## src/rtl/spi_conv_pkg.sv

```systemverilog
package spi_conv_pkg;
  localparam int CH_ADDR_W    = 2;
  localparam int CFG_CHAN_LSB = 6;
  localparam int CFG_CODE_BIT = 0;

  typedef struct packed {
    logic [CH_ADDR_W-1:0] chan;
    logic                 straight;
  } conv_cfg_t;

  localparam conv_cfg_t CFG_AT_RESET = '{chan: '0, straight: 1'b1};
endpackage

```

## src/rtl/spi_conv_sync.sv

```systemverilog
module spi_conv_sync #(
  parameter int               WIDTH     = 3,
  parameter int               STAGES    = 2,
  parameter logic [WIDTH-1:0] RESET_VAL = '0
) (
  input  logic             clk,
  input  logic             rst,
  input  logic [WIDTH-1:0] async_in,
  output logic [WIDTH-1:0] sync_out
);
  logic [WIDTH-1:0] chain [STAGES];

  always_ff @(posedge clk) begin
    if (rst) begin
      for (int i = 0; i < STAGES; i++) chain[i] <= RESET_VAL;
    end else begin
      chain[0] <= async_in;
      for (int i = 1; i < STAGES; i++) chain[i] <= chain[i-1];
    end
  end

  assign sync_out = chain[STAGES-1];
endmodule

```

## src/rtl/spi_conv_sample_sel.sv

```systemverilog
module spi_conv_sample_sel #(
  parameter int DATA_W = 12,
  parameter int NUM_CH = 4,
  parameter int SEL_W  = $clog2(NUM_CH)
) (
  input  logic [NUM_CH-1:0][DATA_W-1:0] samples,
  input  logic [SEL_W-1:0]              sel,
  output logic [DATA_W-1:0]             raw
);
  always_comb begin
    raw = '0;
    for (int c = 0; c < NUM_CH; c++) begin
      if (sel == SEL_W'(c)) raw = samples[c];
    end
  end
endmodule

```

## src/rtl/spi_conv_frame.sv

```systemverilog
module spi_conv_frame
  import spi_conv_pkg::*;
#(
  parameter int DATA_W      = 12,
  parameter int CTRL_W      = 12,
  parameter int FRAME_LEN   = 16,
  parameter int SWITCH_EDGE = 14
) (
  input  logic                 clk,
  input  logic                 rst,
  input  logic                 sclk_s,
  input  logic                 cs_n_s,
  input  logic                 din_s,
  input  logic [DATA_W-1:0]    raw_smp,
  output logic [CH_ADDR_W-1:0] mux_sel,
  output logic                 dout,
  output logic                 dout_oe
);
  localparam int PAD_W = FRAME_LEN - DATA_W - CH_ADDR_W;
  localparam int CNT_W = $clog2(FRAME_LEN + 1);
  localparam logic [CNT_W-1:0] LAST_IDX = CNT_W'(FRAME_LEN - 1);
  localparam logic [CNT_W-1:0] HOLD_IDX = CNT_W'(SWITCH_EDGE - 1);
  localparam logic [CNT_W-1:0] RX_LEN   = CNT_W'(CTRL_W);

  function automatic logic [DATA_W-1:0] code_sample(input logic [DATA_W-1:0] r,
                                                     input logic straight);
    return straight ? r : {~r[DATA_W-1], r[DATA_W-2:0]};
  endfunction

  logic                 sclk_q, cs_q;
  logic                 sclk_fall, cs_fall, cs_rise;
  logic                 active;
  logic [CNT_W-1:0]     cnt;
  logic [CTRL_W-1:0]    rx;
  logic [FRAME_LEN-1:0] tx;
  logic [FRAME_LEN-1:0] frame_word;
  conv_cfg_t            ctrl_q, rx_cfg;
  logic                 rx_wr;
  logic [DATA_W-1:0]    held;
  logic                 held_ok;

  assign sclk_fall = sclk_q & ~sclk_s;
  assign cs_fall   = cs_q & ~cs_n_s;
  assign cs_rise   = ~cs_q & cs_n_s;

  always_comb begin
    rx_wr           = rx[CTRL_W-1];
    rx_cfg.chan     = rx[CFG_CHAN_LSB +: CH_ADDR_W];
    rx_cfg.straight = rx[CFG_CODE_BIT];
  end

  // Once the control word is complete, the hold mux follows the pending selection.
  assign mux_sel = (active && cnt >= RX_LEN && rx_wr) ? rx_cfg.chan : ctrl_q.chan;

  assign frame_word = {{PAD_W{1'b0}}, ctrl_q.chan,
                       code_sample(held_ok ? held : raw_smp, ctrl_q.straight)};

  always_ff @(posedge clk) begin
    if (rst) begin
      sclk_q  <= 1'b1;
      cs_q    <= 1'b1;
      active  <= 1'b0;
      cnt     <= '0;
      rx      <= '0;
      tx      <= '0;
      dout_oe <= 1'b0;
      ctrl_q  <= CFG_AT_RESET;
      held    <= '0;
      held_ok <= 1'b0;
    end else begin
      sclk_q <= sclk_s;
      cs_q   <= cs_n_s;
      if (cs_fall) begin
        active  <= 1'b1;
        cnt     <= '0;
        tx      <= frame_word;
        dout_oe <= 1'b1;
        held_ok <= 1'b0;
      end else if (active) begin
        if (cs_rise) begin
          active  <= 1'b0;
          dout_oe <= 1'b0;
          tx      <= '0;
        end else if (sclk_fall) begin
          cnt <= cnt + 1'b1;
          tx  <= {tx[FRAME_LEN-2:0], 1'b0};
          if (cnt < RX_LEN) rx <= {rx[CTRL_W-2:0], din_s};
          if (cnt == HOLD_IDX) held <= raw_smp;
          if (cnt == LAST_IDX) begin
            active  <= 1'b0;
            dout_oe <= 1'b0;
            held_ok <= 1'b1;
            if (rx_wr) ctrl_q <= rx_cfg;
          end
        end
      end
    end
  end

  assign dout = tx[FRAME_LEN-1];

  // a deselected port stops driving
  a_r3_oe_off_when_deselected: assert property (@(posedge clk) disable iff (rst)
    (cs_n_s && cs_q) |=> !dout_oe);
  // a select fall turns the driver on
  a_r3_oe_on_at_start: assert property (@(posedge clk) disable iff (rst)
    cs_fall |=> dout_oe);
  // the first bit of every result word is zero
  a_r2_lead_zero: assert property (@(posedge clk) disable iff (rst)
    $rose(dout_oe) |-> !dout);
  // a cut-short frame leaves the control state alone
  a_r9_abort_keeps_ctrl: assert property (@(posedge clk) disable iff (rst)
    (active && cs_rise) |=> $stable(ctrl_q));
  // control state moves only on the last falling edge of a frame
  a_r7_ctrl_moves_at_end_only: assert property (@(posedge clk) disable iff (rst)
    !(active && !cs_rise && !cs_fall && sclk_fall && cnt == LAST_IDX) |=> $stable(ctrl_q));
  // the hold flag is set only after a complete frame
  a_r10_hold_after_full_frame: assert property (@(posedge clk) disable iff (rst)
    $rose(held_ok) |-> $fell(dout_oe));
endmodule

```

## src/rtl/spi_conv_port.sv

```systemverilog
module spi_conv_port
  import spi_conv_pkg::*;
#(
  parameter int DATA_W      = 12,
  parameter int SYNC_STAGES = 2,
  parameter int CTRL_W      = 12,
  parameter int FRAME_LEN   = 16,
  parameter int SWITCH_EDGE = 14
) (
  input  logic              clk,
  input  logic              rst,
  input  logic              sclk,
  input  logic              cs_n,
  input  logic              din,
  input  logic [DATA_W-1:0] rate_smp,
  input  logic [DATA_W-1:0] temp_smp,
  input  logic [DATA_W-1:0] aux1_smp,
  input  logic [DATA_W-1:0] aux2_smp,
  output logic              dout,
  output logic              dout_oe
);
  localparam int NUM_CH = 4;

  logic [2:0]                   pins_s;
  logic [NUM_CH-1:0][DATA_W-1:0] samples;
  logic [CH_ADDR_W-1:0]         mux_sel;
  logic [DATA_W-1:0]            raw_smp;

  // channel code order
  assign samples[0] = rate_smp;
  assign samples[1] = temp_smp;
  assign samples[2] = aux1_smp;
  assign samples[3] = aux2_smp;

  spi_conv_sync #(
    .WIDTH    (3),
    .STAGES   (SYNC_STAGES),
    .RESET_VAL(3'b110)
  ) u_sync (
    .clk     (clk),
    .rst     (rst),
    .async_in({sclk, cs_n, din}),
    .sync_out(pins_s)
  );

  spi_conv_sample_sel #(
    .DATA_W(DATA_W),
    .NUM_CH(NUM_CH),
    .SEL_W (CH_ADDR_W)
  ) u_sel (
    .samples(samples),
    .sel    (mux_sel),
    .raw    (raw_smp)
  );

  spi_conv_frame #(
    .DATA_W     (DATA_W),
    .CTRL_W     (CTRL_W),
    .FRAME_LEN  (FRAME_LEN),
    .SWITCH_EDGE(SWITCH_EDGE)
  ) u_frame (
    .clk    (clk),
    .rst    (rst),
    .sclk_s (pins_s[2]),
    .cs_n_s (pins_s[1]),
    .din_s  (pins_s[0]),
    .raw_smp(raw_smp),
    .mux_sel(mux_sel),
    .dout   (dout),
    .dout_oe(dout_oe)
  );
endmodule

```

## config.mk

```make
export PLATFORM = sky130hd
export DESIGN_NAME = spi_conv_port
export DESIGN_NICKNAME = d
export VERILOG_FILES = /design/src/rtl/spi_conv_pkg.sv /design/src/rtl/spi_conv_sync.sv /design/src/rtl/spi_conv_sample_sel.sv /design/src/rtl/spi_conv_frame.sv /design/src/rtl/spi_conv_port.sv
export SDC_FILE = /design/constraint.sdc
export NUM_CORES = 1
export LEC_CHECK = 0
export BUFFER_PORTS_ARGS = -buffer_cell sky130_fd_sc_hd__buf_2
export CORE_MARGIN = 2
export CORE_UTILIZATION = 49
export CTS_CLUSTER_DIAMETER = 120
export CTS_CLUSTER_SIZE = 25
export DETAILED_ROUTE_END_ITERATION = 12
export PLACE_DENSITY = 0.71
export SLEW_MARGIN = 20
export SYNTH_ARGS = -nofsm -noshare
export SYNTH_HDL_FRONTEND = slang
export SYNTH_SLANG_ARGS = --single-unit
```

## constraint.sdc

```tcl
create_clock -name clk -period 3.6 [get_ports clk]
set_input_delay 0.18 -clock clk [delete_from_list [all_inputs] [get_ports clk]]
set_output_delay 0.18 -clock clk [all_outputs]
set_load 0.02 [all_outputs]
```

# After elaboration in Yosys (flattened, before gate mapping)
# Memories as Yosys holds them, arrays and structs flattened.
# Index checks and enable logic that the tools add are counted.
[op_classes]
n_lt_le_gt_ge = 2
n_reduce_logical = 16
eq_ne = 5
addsub = 1
n_bitwise = 11
muxes = 26
[op_table]
columns = ["cell", "n"]
rows = [
  ["$mux W12", 6],
  ["$mux W16", 2],
  ["$mux W14", 2],
  ["$mux W1", 13],
  ["$eq A5 B4 Y1 const B", 2],
  ["$reduce_and A5 Y1", 2],
  ["$mux W3", 2],
  ["$not A1 Y1", 6],
  ["$reduce_and A3 Y1", 2],
  ["$reduce_and A6 Y1", 1],
  ["$reduce_bool A3 Y1", 2],
  ["$add A5 B1 Y5 const B", 1],
  ["$ge A5 B4 Y1 const B", 1],
  ["$lt A5 B4 Y1 const B", 1],
  ["$eq A2 B2 Y1 const B", 2],
  ["$reduce_and A2 Y1", 2],
  ["$reduce_and A4 Y1", 1],
  ["$reduce_bool A2 Y1", 2],
  ["$and A1 B1 Y1", 3],
  ["$eq A2 B1 Y1 const B", 1],
  ["$logic_and A1 B1 Y1", 2],
  ["$logic_not A2 Y1", 1],
  ["$mux W2", 1],
  ["$or A1 B1 Y1", 2],
  ["$reduce_or A2 Y1", 1],
]
[word_totals]
in_bits = 53
n_memories = 1
ramBits = 6
word_cells = 74
output_inout_bits = 2
ff_bits = 53
[memory_table]
columns = ["name", "words", "word_bits", "read_ports", "rd_clocked_by_memory_dff", "wr", "line_no", "text"]
rows = [
  ["u_sync.chain", 2, 3, 2, 0, 2, "spi_conv_sync.sv:11", "logic [WIDTH-1:0] chain [STAGES];"],
]

# Depth between registers and ports, before layout
[logic_depth]
ltp_word = 13
ltp_mapped = 10
depth_no_buf = 8

# Modules after synthesis
# Synthesis repeated with hierarchy kept, for this count alone.
[hier_totals]
hier_cells = 290
hier_area_um2 = 2842.7
[modules_own_cells]
columns = ["module", "area_each_um2", "cells_each", "n_inst", "seq_area_each_um2"]
rows = [
  ["spi_conv_frame", 2368.5, 261, 1, 1061.0],
  ["spi_conv_sample_sel", 294.0, 14, 1, 0.0],
  ["spi_conv_sync", 180.2, 15, 1, 120.1],
]

# Worst setup path after synthesis
# OpenSTA, ideal clock, no wires.
[synth_timing]
kind = "register to register"
startpoint = "register u_frame.active"
endpoint = "register u_frame.tx[10]"
required_ps = 3460
setup_ps = 140
stages_incl_launch_ff = 9
setup_slack_ps = 1822
arrival_ps = 1638
cell_sequence = "dfxtp_1 buf_4 and2_1 buf_4 nand3_4 nand2_4 mux2_2 a222oi_1 a311oi_1"
[synth_via]
elab_chain_len = 11
elab_cells_between_ends = 16
[synth_rtl]
columns = ["element", "line_no", "text"]
rows = [
  ["start: declaration", "spi_conv_frame.sv:32", "logic active;"],
  ["start signal: assignment", "spi_conv_frame.sv:62", "active <= 1'b0;"],
  ["start signal: assignment", "spi_conv_frame.sv:74", "active <= 1'b1;"],
  ["start signal: assignment", "spi_conv_frame.sv:81", "active <= 1'b0;"],
  ["$logic_and A1 B1 Y1 (2 in a row)", "spi_conv_frame.sv:53", "assign mux_sel = (active && cnt >= RX_LEN && rx_wr) ? rx_cfg.chan : ctrl_q.chan;"],
  ["$mux W2", "spi_conv_frame.sv:53", ""],
  ["$logic_not A2 Y1", "spi_conv_sample_sel.sv:13", "if (sel == SEL_W'(c)) raw = samples[c];"],
  ["$mux W12 (4 in a row)", "spi_conv_sample_sel.sv:13", ""],
  ["$mux W12", "spi_conv_frame.sv:56", "code_sample(held_ok ? held : raw_smp, ctrl_q.straight)};"],
  ["$mux W12", "spi_conv_frame.sv:27", "return straight ? r : {~r[DATA_W-1], r[DATA_W-2:0]};"],
  ["$mux W14", "spi_conv_frame.sv:73", "if (cs_fall) begin"],
  ["end signal: assignment", "spi_conv_frame.sv:76", "tx <= frame_word;"],
  ["end signal: assignment", "spi_conv_frame.sv:86", "tx <= {tx[FRAME_LEN-2:0], 1'b0};"],
  ["end: declaration", "spi_conv_frame.sv:35", "logic [FRAME_LEN-1:0] tx;"],
]
# Several ways; a longest one is shown, not always the timed one.
# A chain may end at the register's enable or synchronous reset.

# Final worst setup path
[layout_timing]
startpoint = "register u_frame.active"
endpoint = "register u_frame.tx[6]"
# Same word-level chain as after synthesis.

==> impl_results.md <==
* Clock Skew at 8.51 ps
* Synth Flop Type: dfxtp_1
* # port buffers at 54
* Post-CTS Setup Repair Bufs at 0
* DP HPWL at slightly above 5 mm
* NumNets Final at 463
* CTS tree: built
* Final Critical Period at 2350 ps
* Via Count at about 2,800
* Final global-route overflow total at 0
* Area of the multi-input gates at roughly 1700 µm²
* Ranking of synthesized cells by area: dfxtp_1 (38%), nand2_1 (6.2%), a21oi_1 (4.9%)
* Synth area leader: dfxtp_1
* Final worst setup slack at ~1300 ps
* Req. time, crit path at 3790 ps
* Placer Congestion at 0.853
* Arrival time worst endpoint at 2540 ps
* Crit Path Max Fanout at 14
* Synthesized area at 3080 µm²
* DRT Wirelength at around 7.3 mm
* Syn avg cell area at between 8 and 9 µm²
* Vias per inst at approximately 5.8
* Max transition margin at 39.8%
* Sum Neg Setup Slack at 0 ps
* Setup WS pre-CTS at approximately 1100 ps
* Most common cell after layout, fill and taps aside: dfxtp_1
* EDFF count, synth at 0
* Area fraction of the dominant cell type after synthesis at 38.4%
* Vias in the first global route at 2,676
* Outcome: complete, no violations
* Fmax at around 430 MHz
* Antenna diodes at 0
* Final ANT Viol Nets at 0
* Max_cap viols at 0
* Peak supply drop at about 0.00031 V
* Die Wd at 83.2 µm
* Post-Syn Nets at 426
* Leak at 1.34 nW
* First-pass GRT wire length at approximately 12 mm
* Sequential share of the synthesized area at 38.4%
* CP Launch Type: register
* DRC viols at 0
* Finish-stage setup viols at 0
* CP endpoint kind: register
* PostCTS Resize Cnt at 0
* Antenna violations before repair at 0
* Storage cell area at 1180 µm²
* Yosys reg bits at 59
* Share of layout cells above drive strength 1 at 23.7%
* Clk Latency, worst-skew pair at 340 ps
* Largest net degree at the start of global routing at 39
* CTS Sinks at 59
* Yosys warnings at 0
* H-tree depth at 3
* Cts bufs inserted at 9
* Die Y at around 83 µm
* Detailed Routing Iterations Pass 1 at 5
* IO Pins at 55
* Hold_buf cts at 0
* DR WL/cell at about 15 µm
* Pins over their slew limit at 0
* Worst Tran Pin Value at 903 ps
* Most frequent cells in the layout: dfxtp_1 (59), buf_2 (54), nand2_1 (51), a21oi_1 (30), nor2_1 (26)
* Unrepaired setup endpoints after global routing: false
* Syn-to-layout area delta at 16.1%
* Startpoint of the worst hold path: cs_n
* Reg clk slew, reported paths at 70 ps
* Crit. Startpoint: u_frame.active$_SDFF_PP0_
* Worst hold path class: in -> reg
* RR Startpoint: u_frame.active$_SDFF_PP0_
* Share of synthesized registers carrying an async set or reset at 0%
* Drt first-iter violations at 224
* Clock root cell: clkbuf_8
* Power Density at 426 nW/µm²
* Clock Tree Buf Depth at 2
* Mapped Cells at ~370
* Rows at 28
* Initial Util at around half
* Core Region at 5990 µm²
* Total Routing Usage GR at 21.7%
* Class of the most critical setup path: reg -> reg
* Yosys cell types at 63
* # fillers at about 540
* Hold Violations, Final at 0
* Final worst path period share at 65.2%
* DIE AREA at 6930 µm²
==> critical path, cell delays in order (launching register included) <==
cell	delay, ps
dfxtp_1	500
and2_1	360
nand3_4	140
nand2_4	180
mux2_2	350
a222oi_1	480
a311oi_1	170
==> metrics by stage <==
step	area, µm²	hold slack [ps]	total power, mW	utilization (%)	instances
after CTS	3570	5.20	1.53	59.5	484
final	3570	18.7	1.52	59.6	484
after detailed placement	3320	368	0.788	55.4	468
after global routing	3570	8.79	1.57	59.6	484
after floorplan	3080	284	0.746	-	367
after global placement	3320	363	0.786	55.4	468
==> sequential cells by signal, indices dropped and copies added, names as in the netlist <==
signal / flops
u_frame.tx: 16
u_frame.held: 12
u_frame.rx: 12
u_sync.chain: 6
u_frame.cnt: 5
u_frame.ctrl_q: 3
u_frame.active: 1
u_frame.cs_q: 1
u_frame.dout_oe: 1
u_frame.held_ok: 1
u_frame.sclk_q: 1
==> routing by layer <==
metal,global-route usage (%),wire length [µm]
met4,8.20,78
met2,35.5,3540
met5,0,0
met3,6.86,437
met1,26.8,3280
==> area by class of cell <==
class                           count  area share, %
Clock buffer                        9           3.47
Sequential cell                    59           33.1
Clock inverter                      7           3.47
Timing Repair Buffer               54           7.57
Multi-Input combinational cell    271           48.8
Inverter                            9          0.946
Tap cell                           75           2.63
==> logic make-up after synthesis <==
kind of cell / after synthesis / synth area share (%)
compound gates: 128 / 29.9
xor+xnor: 3 / 0.855
fa+ha+maj: 6 / 2.44
buf+inv: 37 / 5.00
flops: 59 / 38.4
mux: 11 / 3.74
simple gates: 123 / 19.6
==> power by group <==
group | leakage [nW] | internal, mW | switching (mW)
registers | 0.478 | 0.665 | 0.00756
clock network | 0.120 | 0.464 | 0.283
logic | 0.741 | 0.0485 | 0.0529
total | 1.34 | 1.18 | 0.343
==> synth_stat cells (all sizes together) (6+ instances only) <==
| master | instances |
|---|---|
| a211oi | 17 |
| a21oi | 31 |
| a221o | 6 |
| a221oi | 6 |
| and2 | 7 |
| buf | 7 |
| clkbuf | 21 |
| dfxtp | 59 |
| ha | 6 |
| inv | 9 |
| mux2i | 7 |
| nand2 | 53 |
| nor2 | 26 |
| o21ai | 27 |
| or2 | 8 |
==> final timing paths <==
check                           slack (ps)  depth (start not counted)                            end
worst max-delay path                  1250                          6     u_frame.tx[6]$_SDFFE_PP0P_
worst min register to register         410                          1  u_sync.chain[0][4]$_SDFF_PP1_
worst max register to register        1250                          6     u_frame.tx[6]$_SDFFE_PP0P_
worst min-delay path                    20                          2  u_sync.chain[0][1]$_SDFF_PP1_
(Power assumes the default switching activity.)
